==> src/rtl/popsort_pkg.sv <==
package popsort_pkg;

  // Number of compare-exchange layers in a full odd-even merge sort
  // over 2^k wires.
  function automatic int layer_count(input int k);
    return k * (k + 1) / 2;
  endfunction

  // Layer s belongs to the merge round whose block half-size is 2^pe,
  // and compares wires 2^ke apart.  Rounds run pe = 0..k-1; inside a
  // round the distance shrinks from 2^pe down to 1.
  function automatic int layer_pe(input int k, input int s);
    int n;
    int res;
    n = 0;
    res = 0;
    for (int pe = 0; pe < k; pe++) begin
      for (int ke = pe; ke >= 0; ke--) begin
        if (n == s) res = pe;
        n++;
      end
    end
    return res;
  endfunction

  function automatic int layer_ke(input int k, input int s);
    int n;
    int res;
    n = 0;
    res = 0;
    for (int pe = 0; pe < k; pe++) begin
      for (int ke = pe; ke >= 0; ke--) begin
        if (n == s) res = ke;
        n++;
      end
    end
    return res;
  endfunction

endpackage

==> src/rtl/cx_layer.sv <==
// One layer of single-bit compare-exchange elements of an odd-even
// merge sort over M wires, optionally followed by a register.
module cx_layer #(
  parameter int M   = 8,
  parameter int PE  = 0,
  parameter int KE  = 0,
  parameter int REG = 0
) (
  input  logic         clk,
  input  logic         rst,
  input  logic         v_in,
  input  logic [M-1:0] d_in,
  output logic         v_out,
  output logic [M-1:0] d_out
);
  localparam int P  = 1 << PE;
  localparam int KK = 1 << KE;
  localparam int J0 = KK % P;

  logic [M-1:0] x;

  // Ones move toward wire 0: the lower wire takes the OR, the upper the AND.
  always_comb begin
    x = d_in;
    for (int j = J0; j + KK < M; j += 2 * KK) begin
      for (int i = 0; i < KK; i++) begin
        if ((i + j + KK < M) && ((i + j) / (2 * P) == (i + j + KK) / (2 * P))) begin
          x[i + j]      = d_in[i + j] | d_in[i + j + KK];
          x[i + j + KK] = d_in[i + j] & d_in[i + j + KK];
        end
      end
    end
  end

  // Compare-exchange never creates or destroys a one.
  assert_layer_keeps_ones_R1: assert property (@(posedge clk) disable iff (rst)
    $countones(x) == $countones(d_in));

  generate
    if (REG != 0) begin : g_reg
      logic         v_q;
      logic [M-1:0] d_q;
      always_ff @(posedge clk) begin
        if (rst) begin
          v_q <= 1'b0;
          d_q <= '0;
        end else begin
          v_q <= v_in;
          d_q <= x;
        end
      end
      assign v_out = v_q;
      assign d_out = d_q;

      assert_layer_valid_delay_R3: assert property (@(posedge clk) disable iff (rst)
        1'b1 |=> (v_out == $past(v_in)));
    end else begin : g_comb
      assign v_out = v_in;
      assign d_out = x;
    end
  endgenerate

endmodule

==> src/rtl/merge_sorter.sv <==
// Full odd-even merge sorter over 2^K wires.  The early rounds sort the
// two halves independently; the final round merges them.
module merge_sorter
  import popsort_pkg::*;
#(
  parameter int K    = 3,
  parameter int PIPE = 0
) (
  input  logic                clk,
  input  logic                rst,
  input  logic                in_v,
  input  logic [(1<<K)-1:0]   in_d,
  output logic                out_v,
  output logic [(1<<K)-1:0]   out_d
);
  localparam int M = 1 << K;
  localparam int S = layer_count(K);

  logic [M-1:0] w [0:S];
  logic         v [0:S];

  assign w[0] = in_d;
  assign v[0] = in_v;

  generate
    for (genvar s = 0; s < S; s++) begin : g_layer
      cx_layer #(
        .M  (M),
        .PE (layer_pe(K, s)),
        .KE (layer_ke(K, s)),
        .REG(PIPE)
      ) u_layer (
        .clk  (clk),
        .rst  (rst),
        .v_in (v[s]),
        .d_in (w[s]),
        .v_out(v[s+1]),
        .d_out(w[s+1])
      );
    end
  endgenerate

  assign out_d = w[S];
  assign out_v = v[S];

  // A sorted single-bit word is a run of ones from wire 0: t+1 is a power of two.
  assert_sorted_thermometer_R1: assert property (@(posedge clk) disable iff (rst)
    ((out_d + 1'b1) & out_d) == '0);

endmodule

==> src/rtl/therm_to_bin.sv <==
// Thermometer (ones from wire 0) to one-hot to binary.
module therm_to_bin #(
  parameter int K = 3
) (
  input  logic [(1<<K)-1:0] therm,
  output logic [(1<<K)-1:0] onehot,
  output logic [K-1:0]      count
);
  localparam int N = (1 << K) - 1;

  // Flag j marks the edge between a one at j-1 and a zero at j; wire N is always 0.
  always_comb begin
    onehot[0] = ~therm[0];
    for (int j = 1; j <= N; j++) begin
      onehot[j] = therm[j-1] & ~therm[j];
    end
  end

  generate
    for (genvar b = 0; b < K; b++) begin : g_bit
      always_comb begin
        count[b] = 1'b0;
        for (int j = 1; j <= N; j++) begin
          if (((j >> b) & 1) == 1) count[b] = count[b] | onehot[j];
        end
      end
    end
  endgenerate

endmodule

==> src/rtl/popsort_counter.sv <==
module popsort_counter
  import popsort_pkg::*;
#(
  parameter int K    = 3,
  parameter int PIPE = 0
) (
  input  logic                clk,
  input  logic                rst,
  input  logic                vld_i,
  input  logic [(1<<K)-2:0]   bits_i,
  output logic                vld_o,
  output logic [K-1:0]        cnt_o
);
  localparam int M  = 1 << K;
  localparam int N  = M - 1;
  localparam int NA = M / 2 - 1;  // data bits in the short (padded) segment

  logic [M-1:0] padded;
  logic [M-1:0] sorted;
  logic [M-1:0] onehot;
  logic [K-1:0] count;
  logic         sorted_v;

  // Short segment on wires 0..NA-1 plus a zero pad on wire NA;
  // long segment on wires M/2..M-1.
  assign padded = {bits_i[N-1:NA], 1'b0, bits_i[NA-1:0]};

  merge_sorter #(
    .K   (K),
    .PIPE(PIPE)
  ) u_sort (
    .clk  (clk),
    .rst  (rst),
    .in_v (vld_i),
    .in_d (padded),
    .out_v(sorted_v),
    .out_d(sorted)
  );

  therm_to_bin #(
    .K(K)
  ) u_dec (
    .therm (sorted),
    .onehot(onehot),
    .count (count)
  );

  assert_single_flag_R1: assert property (@(posedge clk) disable iff (rst)
    $countones(onehot) == 1);

  always_ff @(posedge clk) begin
    if (rst) begin
      vld_o <= 1'b0;
      cnt_o <= '0;
    end else begin
      vld_o <= sorted_v;
      cnt_o <= count;
    end
  end

  assert_reset_clears_R4: assert property (@(posedge clk)
    rst |=> (!vld_o && cnt_o == '0));

endmodule

==> config.mk <==
export PLATFORM = sky130hd
export DESIGN_NAME = popsort_counter
export DESIGN_NICKNAME = d
export VERILOG_FILES = /design/src/rtl/popsort_pkg.sv /design/src/rtl/cx_layer.sv /design/src/rtl/merge_sorter.sv /design/src/rtl/therm_to_bin.sv /design/src/rtl/popsort_counter.sv
export SDC_FILE = /design/constraint.sdc
export NUM_CORES = 1
export LEC_CHECK = 0
export BUFFER_PORTS_ARGS = -buffer_cell sky130_fd_sc_hd__buf_2
export CAP_MARGIN = 5
export CELL_PAD_IN_SITES_DETAIL_PLACEMENT = 1
export CELL_PAD_IN_SITES_GLOBAL_PLACEMENT = 1
export CORE_MARGIN = 3
export CORE_UTILIZATION = 33
export DETAILED_ROUTE_END_ITERATION = 12
export MAX_ROUTING_LAYER = met4
export PLACE_DENSITY = 0.82
export SYNTH_ARGS = -nofsm -noshare
export SYNTH_HDL_FRONTEND = slang
export SYNTH_SLANG_ARGS = --single-unit
==> constraint.sdc <==
create_clock -name clk -period 2.2 [get_ports clk]
set_input_delay 0.44 -clock clk [delete_from_list [all_inputs] [get_ports clk]]
set_output_delay 0.44 -clock clk [all_outputs]
set_load 0.01 [all_outputs]
==> impl_metrics.sql, run 1 <==
INSERT INTO impl_metrics (metric_group, metric, value, unit) VALUES
('clock_network', 'cts.path.max_buffers', '2', ''),
('grt', 'globalRouteTotalUtil', '0.161', ''),
('setup_path', 'worst-endpoint-required', '2320', 'ps'),
('sta', 'grt_setup_unrepaired', 'no', ''),
('setup_path', 'cp_max_fo', '3', ''),
('logic_synthesis', 'synth-async-reset-ratio', '0', ''),
('logic_synthesis', 'yosys_most_used_dff', 'sky130_fd_sc_hd__dfxtp_1', ''),
('min_path', 'hold_depth', '2', ''),
('grt', 'grt_antenna_before_repair', '0', ''),
('sta', 'period_minus_slack', '2020', 'ps'),
('grt', 'grt_first_pass_wirelength', '2390', 'um'),
('routing', 'detail_route.drc_violations', '0', ''),
('layout', 'layout.cells.non_filler', '103', ''),
('layout', 'layout-drive-gt1-share', '0.529', ''),
('die', 'design.portCount', '14', ''),
('grt', 'grt_overflow', '0', ''),
('pwr', 'leakage', '0.325', 'nW'),
('routing', 'detailedRoute.firstIterationViolations', '1', ''),
('clock_network', 'cts_root_buf', 'sky130_fd_sc_hd__clkbuf_4', ''),
('sta', 'finalCritPeriodShare', '0.920', ''),
('logic_synthesis', 'synth_top_area_frac', '0.147', ''),
('die', 'die_width', '46.6', 'um'),
('clock_network', 'ctsHoldBuffers', '0', ''),
('die', 'die_outline_area', '2170', 'um2'),
('die', 'number_of_rows_in_the_core_area', '14', ''),
('clock_network', 'h-tree-depth', '1', ''),
('setup_path', 'critical_path.startpoint', 'bits_i[3]', ''),
('layout', 'n_antenna_cell', '0', ''),
('run_status', 'run_status', 'complete, no violations', ''),
('die', 'dieHeight', '46.6', 'um'),
('routing', 'vias_per_cell', '5.53', ''),
('sta', 'timing.final.ws_setup', '175', 'ps'),
('place', 'final_wtd_congestion', '0.804', ''),
('logic_synthesis', 'synth-warning-count', '0', ''),
('routing', 'drt_pass_1_iters', '2', ''),
('place', 'dp.final_hpwl', '1180', 'um'),
('clock_network', 'clk_pin_slew_worst_paths', '40', 'ps'),
('logic_synthesis', 'synth.yosys.seq_area_share', '0.147', ''),
('setup_path', 'worstSetupStartpointType', 'input pin', ''),
('sta', 'timing.fmax', '494', 'MHz'),
('place', 'place_ws', '-155', 'ps'),
('min_path', 'timing.hold.worst.class', 'input pin to register', ''),
('layout', 'area_growth_syn_to_fin', '27.8', '%'),
('setup_path', 'endpoint_of_the_most_critical_setup_path', 'cnt_o[2]', ''),
('routing', 'avgRoutedWirePerCell', '13.8', 'um'),
('flow_run', 'max-cap-violations', '0', ''),
('sta', 'finalHoldViolations', '0', ''),
('pwr', 'p_per_area', '422', 'nW/um2'),
('routing', 'vias', '570', ''),
('logic_synthesis', 'synthMostInstantiatedCell', 'sky130_fd_sc_hd__inv_1', ''),
('logic_synthesis', 'post_synth_num_cell_types', '34', ''),
('place', 'dpl.cell_count', '100', ''),
('logic_synthesis', 'synth_cell_area', '544', 'um2'),
('logic_synthesis', 'synth.area.top_cells', 'sky130_fd_sc_hd__dfxtp_1 15%, sky130_fd_sc_hd__buf_6 10%, sky130_fd_sc_hd__maj3_2 8.3%', ''),
('logic_synthesis', 'synth-edff-count', '0', ''),
('die', 'coreArea', '1520', 'um2'),
('layout', 'finalNetCount', '101', ''),
('routing', 'finalWirelength', '1430', 'um'),
('setup_path', 'worst_setup_path_end_kind', 'register', ''),
('pwr', 'power.ir.vdd_worst', '0.139', 'mV'),
('sta', 'worstMarginPinSlew', '381', 'ps'),
('logic_synthesis', 'synth_area_leader_cell', 'sky130_fd_sc_hd__dfxtp_1', ''),
('setup_path', 'crit_arrival', '2150', 'ps'),
('grt', 'largest_net_degree_at_the_start_of_global_routing', '12', ''),
('clock_network', 'clock_sinks', '4', ''),
('routing', 'drt.antenna.violating_nets', '0', ''),
('logic_synthesis', 'synth_seq_cells', '4', ''),
('sta', 'relSlewSlack', '0.744', ''),
('clock_network', 'tritoncts', 'done', ''),
('setup_path', 'timing_worst_setup_path_type', 'input pin to register', ''),
('grt', 'grt_pass1_vias', '573', ''),
('sta', 'finalSetupViolations', '0', ''),
('logic_synthesis', 'yosys-top-cells-count', '6 x sky130_fd_sc_hd__inv_1, 5 x sky130_fd_sc_hd__buf_6, 4 x sky130_fd_sc_hd__dfxtp_1, 4 x sky130_fd_sc_hd__maj3_2', ''),
('sta', 'timing.final.max_slew_violations', '0', ''),
('place', 'port-buffer-count', '13', ''),
('die', 'start_util', '0.357', ''),
('logic_synthesis', 'synth_area_per_cell', '8.25', 'um2'),
('logic_synthesis', 'synth_cells', '66', ''),
('clock_network', 'cts-buffers-inserted', '3', ''),
('logic_synthesis', 'syn_nets', '78', '');
-- layout make-up --
cell class | instances | area, um2
tap | 16 | 20.0
inverter | 6 | 22.5
multi-input combinational | 49 | 395
fill | 200 | 828
sequential | 4 | 80.1
clock buffer | 3 | 22.5
timing repair buffer | 25 | 155
-- worst min-delay path by stage --
stage	slack (ps)	end	start
after CTS	410	vld_o	vld_i
after detailed placement	660	vld_o	vld_i
after global placement	650	vld_o	vld_i
after floorplan	510	vld_o	rst
final	420	vld_o	vld_i
after global routing	440	vld_o	vld_i
-- routing by layer --
layer / GRT usage / vias up / part of all wire
li1: - / 288 / -
met5: - / - / 0
met2: 0.288 / 13 / 0.50
met1: 0.175 / 265 / 0.43
met3: 0 / 4 / 0.039
met4: 0.0994 / 0 / 0.025
-- placed cells by master, fill, tap and decap left out, types with 3 or more instances in the layout --
cell type and n:
sky130_fd_sc_hd__buf_2 13, sky130_fd_sc_hd__maj3_2 4, sky130_fd_sc_hd__nor3_1 3, sky130_fd_sc_hd__dfxtp_1 4, sky130_fd_sc_hd__clkbuf_4 3, sky130_fd_sc_hd__inv_1 6
sky130_fd_sc_hd__buf_4 12, sky130_fd_sc_hd__o21ai_0 3, sky130_fd_sc_hd__a21oi_2 3, sky130_fd_sc_hd__o22ai_1 3
-- power by group --
| group | total (mW) | internal, mW | leakage (nW) | switching [mW] |
|---|---|---|---|---|
| clock network | 0.0933 | 0.0612 | 0.0138 | 0.0322 |
| logic | 0.118 | 0.0573 | 0.278 | 0.0607 |
| registers | 0.0821 | 0.0805 | 0.0333 | 0.00153 |
-- worst max-delay path, stage by stage --
cell and delay [ps]:
sky130_fd_sc_hd__buf_2 120, sky130_fd_sc_hd__maj3_2 320, sky130_fd_sc_hd__a21oi_2 180, sky130_fd_sc_hd__or3b_4 160, sky130_fd_sc_hd__inv_1 40, sky130_fd_sc_hd__ha_1 200, sky130_fd_sc_hd__nor2_2 110, sky130_fd_sc_hd__or4b_1 440
sky130_fd_sc_hd__o311a_1 140
-- sequential cells by signal, summed over array words and instances, names as in the netlist --
| name | cells |
|---|---|
| cnt_o | 3 |
| vld_o | 1 |
-- stage by stage --
stage | TNS, ps | util | hold slack [ps] | instance area [um2] | total power, mW
floorplan | 0 | - | 512 | 566 | 0.165
global placement | -57.4 | 0.439 | 655 | 669 | 0.195
detailed placement | -155 | 0.439 | 657 | 669 | 0.201
CTS | 0 | 0.454 | 409 | 692 | 0.300
global route | 0 | 0.456 | 437 | 696 | 0.317
finish | 0 | 0.456 | 416 | 696 | 0.293
-- what timing repair did --
item                                    4_1_cts  5_1_grt
endpoints found under the setup margin        0        1
buffers inserted                              0        0
resized for setup                             0        1
-- cells by family (layout without fill, tap and decap cells) --
logic type / count (synthesis) / in the layout / share of synthesized area
XOR/XNOR: 1 / 1 / 0.0161
flip-flops: 4 / 4 / 0.147
adder cells (fa/ha/maj): 6 / 6 / 0.129
buffers and inverters: 13 / 34 / 0.172
AND/OR/NAND/NOR: 18 / 18 / 0.211
AO/OA/AOI/OAI: 24 / 24 / 0.324
Note: power is estimated with default switching activity, not from simulation.
==> inputs of run 2 (changes only) <==
--- a/config.mk
+++ b/config.mk
@@ -13,7 +13,8 @@
 export CORE_UTILIZATION = 33
 export DETAILED_ROUTE_END_ITERATION = 12
 export MAX_ROUTING_LAYER = met4
-export PLACE_DENSITY = 0.82
+export PLACE_DENSITY = 0.71
+export RECOVER_POWER = 50
 export SYNTH_ARGS = -nofsm -noshare
 export SYNTH_HDL_FRONTEND = slang
 export SYNTH_SLANG_ARGS = --single-unit
==> impl_metrics.sql, run 2 (synthesis results as in run 1) <==
INSERT INTO impl_metrics (metric_group, metric, value, unit) VALUES
('sta', 'timing.final.max_slew_violations', '0', ''),
('layout', 'largest_register_ffs', '3', ''),
('place', 'dpl.cell_count', '100', ''),
('pwr', 'power_switching', '0.0916', 'mW'),
('setup_path', 'cp_max_fo', '3', ''),
('clock_network', 'cts-buffers-inserted', '3', ''),
('grt', 'grt_antenna_before_repair', '0', ''),
('sta', 'finalHoldViolations', '0', ''),
('die', 'dieHeight', '46.6', 'um'),
('pwr', 'power.clock.fraction', '0.314', ''),
('setup_path', 'crit_path_top_delay_cell', 'sky130_fd_sc_hd__or4b_1', ''),
('flow_run', 'max-cap-violations', '0', ''),
('pwr', 'internal-power', '0.197', 'mW'),
('setup_path', 'endpoint_of_the_most_critical_setup_path', 'cnt_o[2]', ''),
('pwr', 'seqPwrFrac', '0.285', ''),
('run_status', 'run_status', 'complete, no violations', ''),
('layout', 'postLayoutCellArea', '688', 'um2'),
('die', 'design.portCount', '14', ''),
('layout', 'largest-register', 'cnt_o', ''),
('layout', 'layout-drive-gt1-share', '0.483', ''),
('sta', 'finalSetupViolations', '0', ''),
('clock_network', 'cts_post_setup_buffers_inserted', '0', ''),
('clock_network', 'cts.path.max_buffers', '2', ''),
('pwr', 'leakage', '0.314', 'nW'),
('sta', 'finalCritPeriodShare', '0.920', ''),
('sta', 'fin_tns_setup', '0', 'ps'),
('min_path', 'hold_path.startpoint', 'vld_i', ''),
('layout', 'largest_registers', 'cnt_o (3), vld_o (1)', ''),
('die', 'coreArea', '1520', 'um2'),
('routing', 'met3WireLength', '51', 'um'),
('grt', 'grt_pass1_vias', '557', ''),
('die', 'die_outline_area', '2170', 'um2'),
('place', 'dp.final_hpwl', '1210', 'um'),
('grt', 'grt_overflow', '0', ''),
('setup_path', 'timing_worst_setup_path_type', 'input pin to register', ''),
('clock_network', 'ctsHoldBuffers', '0', ''),
('pwr', 'share_comb_of_total_power', '0.401', ''),
('clock_network', 'clock_sinks', '4', ''),
('layout', 'footprint_of_the_multi_input_gates', '392', 'um2'),
('setup_path', 'timing.critical_path.buf_inv', '2', ''),
('setup_path', 'cpLargestDelayFamily', 'simple AND/OR/NAND/NOR gates', ''),
('clock_network', 'tritoncts', 'done', ''),
('pwr', 'post-layout-total-power', '0.288', 'mW'),
('routing', 'detail_route.drc_violations', '0', ''),
('routing', 'vias_per_cell', '5.56', ''),
('routing', 'finalWirelength', '1480', 'um'),
('min_path', 'timing.hold.worst.class', 'input pin to register', ''),
('setup_path', 'worst-endpoint-required', '2310', 'ps'),
('layout', 'finalNetCount', '101', ''),
('sta', 'worstMarginPinSlew', '490', 'ps'),
('routing', 'vias', '573', ''),
('die', 'number_of_rows_in_the_core_area', '14', ''),
('routing', 'avgRoutedWirePerCell', '14.4', 'um'),
('sta', 'period_minus_slack', '2020', 'ps'),
('setup_path', 'crit_arrival', '2140', 'ps'),
('grt', 'globalRouteTotalUtil', '0.161', ''),
('routing', 'met2WireLength', '710', 'um'),
('pwr', 'power.ir.vdd_worst', '0.302', 'mV'),
('routing', 'drt.antenna.violating_nets', '0', ''),
('setup_path', 'worst_setup_path_end_kind', 'register', ''),
('sta', 'relSlewSlack', '0.665', ''),
('routing', 'top_layer_in_use', 'met3', ''),
('clock_network', 'post_cts_resized', '0', ''),
('setup_path', 'critical_path.startpoint', 'bits_i[5]', ''),
('setup_path', 'timing.critical_path.slowest_cell_delay', '430', 'ps'),
('routing', 'detailedRoute.firstIterationViolations', '5', ''),
('layout', 'n_antenna_cell', '0', ''),
('sta', 'grt_setup_unrepaired', 'no', ''),
('clock_network', 'clk_pin_slew_worst_paths', '40', 'ps'),
('routing', 'met1_length', '722', 'um'),
('setup_path', 'crit_cells', '9', ''),
('grt', 'grt_first_pass_wirelength', '2460', 'um'),
('place', 'final_wtd_congestion', '0.843', ''),
('clock_network', 'h-tree-depth', '1', ''),
('setup_path', 'crit_chain', 'buf_2, maj3_2, a21oi_1, or3b_4, inv_1, ha_1, nor2_2, or4b_1, o311a_1', ''),
('layout', 'layout.cells.non_filler', '103', ''),
('layout', 'fillerInstances', '188', ''),
('die', 'die_width', '46.6', 'um'),
('layout', 'mostFrequentLayoutCell', 'sky130_fd_sc_hd__buf_4', ''),
('layout', 'regArea', '80.1', 'um2'),
('pwr', 'p_per_area', '419', 'nW/um2'),
('layout', 'commonest_cells_after_routing_fill_and_taps_aside', '12 x sky130_fd_sc_hd__buf_4, 10 x sky130_fd_sc_hd__buf_2, 6 x sky130_fd_sc_hd__inv_1', ''),
('layout', 'area_growth_syn_to_fin', '26.4', '%'),
('grt', 'largest_net_degree_at_the_start_of_global_routing', '12', ''),
('routing', 'drt_pass_1_iters', '2', ''),
('clock_network', 'cts_root_buf', 'sky130_fd_sc_hd__clkbuf_4', ''),
('place', 'dpl-instance-area', '669', 'um2'),
('pwr', 'p_sw_frac', '0.318', ''),
('setup_path', 'worstSetupStartpointType', 'input pin', ''),
('place', 'port-buffer-count', '13', ''),
('sta', 'timing.fmax', '494', 'MHz'),
('die', 'start_util', '0.357', '');
==> run 2: per-layer routing <==
| layer | up-vias | GRT usage |
|---|---|---|
| met4 | 0 | 0 |
| met2 | 9 | 0.277 |
| met5 | - | - |
| li1 | 287 | - |
| met3 | 0 | 0.0586 |
| met1 | 277 | 0.191 |
==> run 2: final cells by class <==
type / count / area share
Multi-Input combinational cell: 49 / 0.569
Timing Repair Buffer: 25 / 0.220
Sequential cell: 4 / 0.116
Clock buffer: 3 / 0.0327
Inverter: 6 / 0.0327
Tap cell: 16 / 0.0291
==> run 2: per-stage QoR <==
| stage | utilization | hold WS, ps | worst slack [ps] |
|---|---|---|---|
| after floorplan | - | 512 | 11.8 |
| after detailed placement | 0.439 | 658 | -83.2 |
| final | 0.452 | 417 | 176 |
| after global routing | 0.452 | 413 | 60.6 |
| after CTS | 0.454 | 413 | 162 |
| after global placement | 0.439 | 649 | -18.6 |
==> run 2: worst min-delay path by stage <==
stage / end / slack [ps] / cells after the start
final: vld_o / 420 / 2
after global routing: vld_o / 410 / 2
after detailed placement: vld_o / 660 / 2
after floorplan: vld_o / 510 / 1
after global placement: vld_o / 650 / 2
after CTS: vld_o / 410 / 2
==> run 2: power by group through the flow <==
stage | combinational [mW] | sequential, mW | clock, mW
floorplan | 0.0775 | 0.0877 | 0
global placement | 0.115 | 0.0829 | 0
detailed placement | 0.117 | 0.0832 | 0
CTS | 0.118 | 0.0818 | 0.0965
global route | 0.128 | 0.0824 | 0.103
finish | 0.115 | 0.0821 | 0.0906
==> inputs of run 3 (changes only) <==
--- a/config.mk
+++ b/config.mk
@@ -13,7 +13,7 @@
 export CORE_UTILIZATION = 33
 export DETAILED_ROUTE_END_ITERATION = 12
 export MAX_ROUTING_LAYER = met4
-export PLACE_DENSITY = 0.71
+export PLACE_DENSITY_LB_ADDON = 0.1
 export RECOVER_POWER = 50
 export SYNTH_ARGS = -nofsm -noshare
 export SYNTH_HDL_FRONTEND = slang
==> impl_metrics.sql, run 3 (synthesis results as in run 1) <==
INSERT INTO impl_metrics (metric_group, metric, value, unit) VALUES
('routing', 'finalWirelength', '1460', 'um'),
('layout', 'n_antenna_cell', '0', ''),
('sta', 'relSlewSlack', '0.708', ''),
('die', 'coreArea', '1520', 'um2'),
('place', 'place_ws', '-128', 'ps'),
('sta', 'timing.final.ws_setup', '143', 'ps'),
('pwr', 'post-layout-total-power', '0.291', 'mW'),
('grt', 'grt_first_pass_wirelength', '2380', 'um'),
('clock_network', 'cts-buffers-inserted', '3', ''),
('die', 'dieHeight', '46.6', 'um'),
('clock_network', 'h-tree-depth', '1', ''),
('min_path', 'hold_depth', '2', ''),
('layout', 'largest_registers', 'cnt_o (3), vld_o (1)', ''),
('setup_path', 'worst_setup_path_end_kind', 'register', ''),
('min_path', 'min_delay_worst_endpoint', 'vld_o', ''),
('setup_path', 'worst-endpoint-required', '2320', 'ps'),
('routing', 'detail_route.drc_violations', '0', ''),
('clock_network', 'clock_sinks', '4', ''),
('sta', 'timing.final.max_slew_violations', '0', ''),
('sta', 'hold_ws', '419', 'ps'),
('routing', 'vias_per_cell', '5.41', ''),
('sta', 'grt_setup_unrepaired', 'no', ''),
('routing', 'avgRoutedWirePerCell', '14.0', 'um'),
('die', 'number_of_rows_in_the_core_area', '14', ''),
('layout', 'finalNetCount', '102', ''),
('grt', 'grt_overflow', '0', ''),
('clock_network', 'clk_pin_slew_worst_paths', '40', 'ps'),
('sta', 'finalHoldViolations', '0', ''),
('routing', 'drt_pass_1_iters', '2', ''),
('grt', 'grt_pass1_vias', '547', ''),
('sta', 'finalCritPeriodShare', '0.935', ''),
('min_path', 'hold_path.startpoint', 'vld_i', ''),
('die', 'design.portCount', '14', ''),
('sta', 'period_minus_slack', '2060', 'ps'),
('grt', 'grt_antenna_before_repair', '0', ''),
('sta', 'worstMarginPinSlew', '435', 'ps'),
('run_status', 'run_status', 'complete, no violations', ''),
('clock_network', 'cts_post_setup_buffers_inserted', '0', ''),
('routing', 'detailedRoute.firstIterationViolations', '2', ''),
('layout', 'largest-register', 'cnt_o', ''),
('pwr', 'power.ir.vdd_worst', '0.192', 'mV'),
('layout', 'layout-drive-gt1-share', '0.489', ''),
('layout', 'largest_register_ffs', '3', ''),
('clock_network', 'cts.path.max_buffers', '2', ''),
('layout', 'mostFrequentLayoutCell', 'sky130_fd_sc_hd__buf_4', ''),
('setup_path', 'crit_arrival', '2180', 'ps'),
('layout', 'postLayoutCellArea', '698', 'um2'),
('layout', 'area_growth_syn_to_fin', '28.3', '%'),
('sta', 'fin_tns_setup', '0', 'ps'),
('pwr', 'leakage', '0.317', 'nW'),
('die', 'die_width', '46.6', 'um'),
('grt', 'globalRouteTotalUtil', '0.159', ''),
('setup_path', 'worstSetupStartpointType', 'input pin', ''),
('pwr', 'p_per_area', '417', 'nW/um2'),
('grt', 'largest_net_degree_at_the_start_of_global_routing', '12', ''),
('routing', 'vias', '563', ''),
('die', 'die_outline_area', '2170', 'um2'),
('sta', 'finalSetupViolations', '0', ''),
('setup_path', 'timing_worst_setup_path_type', 'input pin to register', ''),
('sta', 'timing.fmax', '486', 'MHz'),
('place', 'port-buffer-count', '13', ''),
('clock_network', 'cts_root_buf', 'sky130_fd_sc_hd__clkbuf_4', ''),
('place', 'final_wtd_congestion', '0.807', ''),
('place', 'dpl-instance-area', '677', 'um2'),
('layout', 'commonest_cells_after_routing_fill_and_taps_aside', '13 x sky130_fd_sc_hd__buf_4, 9 x sky130_fd_sc_hd__buf_2, 6 x sky130_fd_sc_hd__inv_1', ''),
('setup_path', 'cp_max_fo', '4', ''),
('die', 'start_util', '0.357', ''),
('clock_network', 'tritoncts', 'done', ''),
('min_path', 'timing.hold.worst.class', 'input pin to register', ''),
('flow_run', 'max-cap-violations', '0', ''),
('place', 'dp.final_hpwl', '1180', 'um'),
('routing', 'drt.antenna.violating_nets', '0', '');
run 3: cell count changes in the layout (fill, tap and decap cells not counted):
cell	previous run	this run
sky130_fd_sc_hd__a21oi_2	2	3
sky130_fd_sc_hd__buf_4	12	13
sky130_fd_sc_hd__clkbuf_1	3	4
sky130_fd_sc_hd__buf_2	10	9
sky130_fd_sc_hd__a21oi_1	2	1
run 3: metrics by stage:
step,instances,utilization
after floorplan,66,-
after global placement,101,0.444
after detailed placement,101,0.444
after CTS,104,0.459
after global routing,104,0.458
final,104,0.458
run 3: layout make-up:
cell class / count / area (um2)
clock buffers: 3 / 22.5
fillers: 206 / 826
inverters: 6 / 22.5
multi-input cells: 49 / 395
flip-flops and latches: 4 / 80.1
well taps: 16 / 20.0
repair buffers: 26 / 158
run 3: layer usage:
metal | wire length (um) | global-route usage | part of all wire
met5 | 0 | - | 0
met1 | 660 | 0.196 | 0.45
met3 | 66 | 0.0117 | 0.045
met4 | 21 | 0.0829 | 0.014
met2 | 706 | 0.255 | 0.49
run 3: what timing repair did:
| action | in CTS | in global routing |
|---|---|---|
| resized for setup | 0 | 1 |
| endpoints found under the setup margin | 0 | 1 |
| hold buffers | 0 | 0 |
| hold endpoints to repair | 0 | 0 |
run 3: power breakdown:
group | total [mW] | leakage, nW | internal, mW | switching (mW)
combinational | 0.117 | 0.269 | 0.0566 | 0.0606
sequential | 0.0822 | 0.0333 | 0.0806 | 0.00162
clock | 0.0917 | 0.0138 | 0.0610 | 0.0307
run 3: worst max-delay path by stage:
stage | start | to | slack (ps)
2_1_floorplan | bits_i[5] | cnt_o[2] | 10
3_3_place_gp | bits_i[3] | cnt_o[2] | -110
3_5_place_dp | bits_i[3] | cnt_o[2] | -130
4_1_cts | bits_i[3] | cnt_o[2] | 110
5_1_grt | bits_i[3] | cnt_o[2] | 60
6_report | bits_i[3] | cnt_o[2] | 140
run 3: worst max-delay path, cell delays in order:
cell	delay [ps]
sky130_fd_sc_hd__buf_2	120
sky130_fd_sc_hd__maj3_2	220
sky130_fd_sc_hd__a21oi_2	60
sky130_fd_sc_hd__or3b_4	390
sky130_fd_sc_hd__ha_4	230
sky130_fd_sc_hd__nor2_2	130
sky130_fd_sc_hd__or4b_1	460
sky130_fd_sc_hd__o311a_1	140
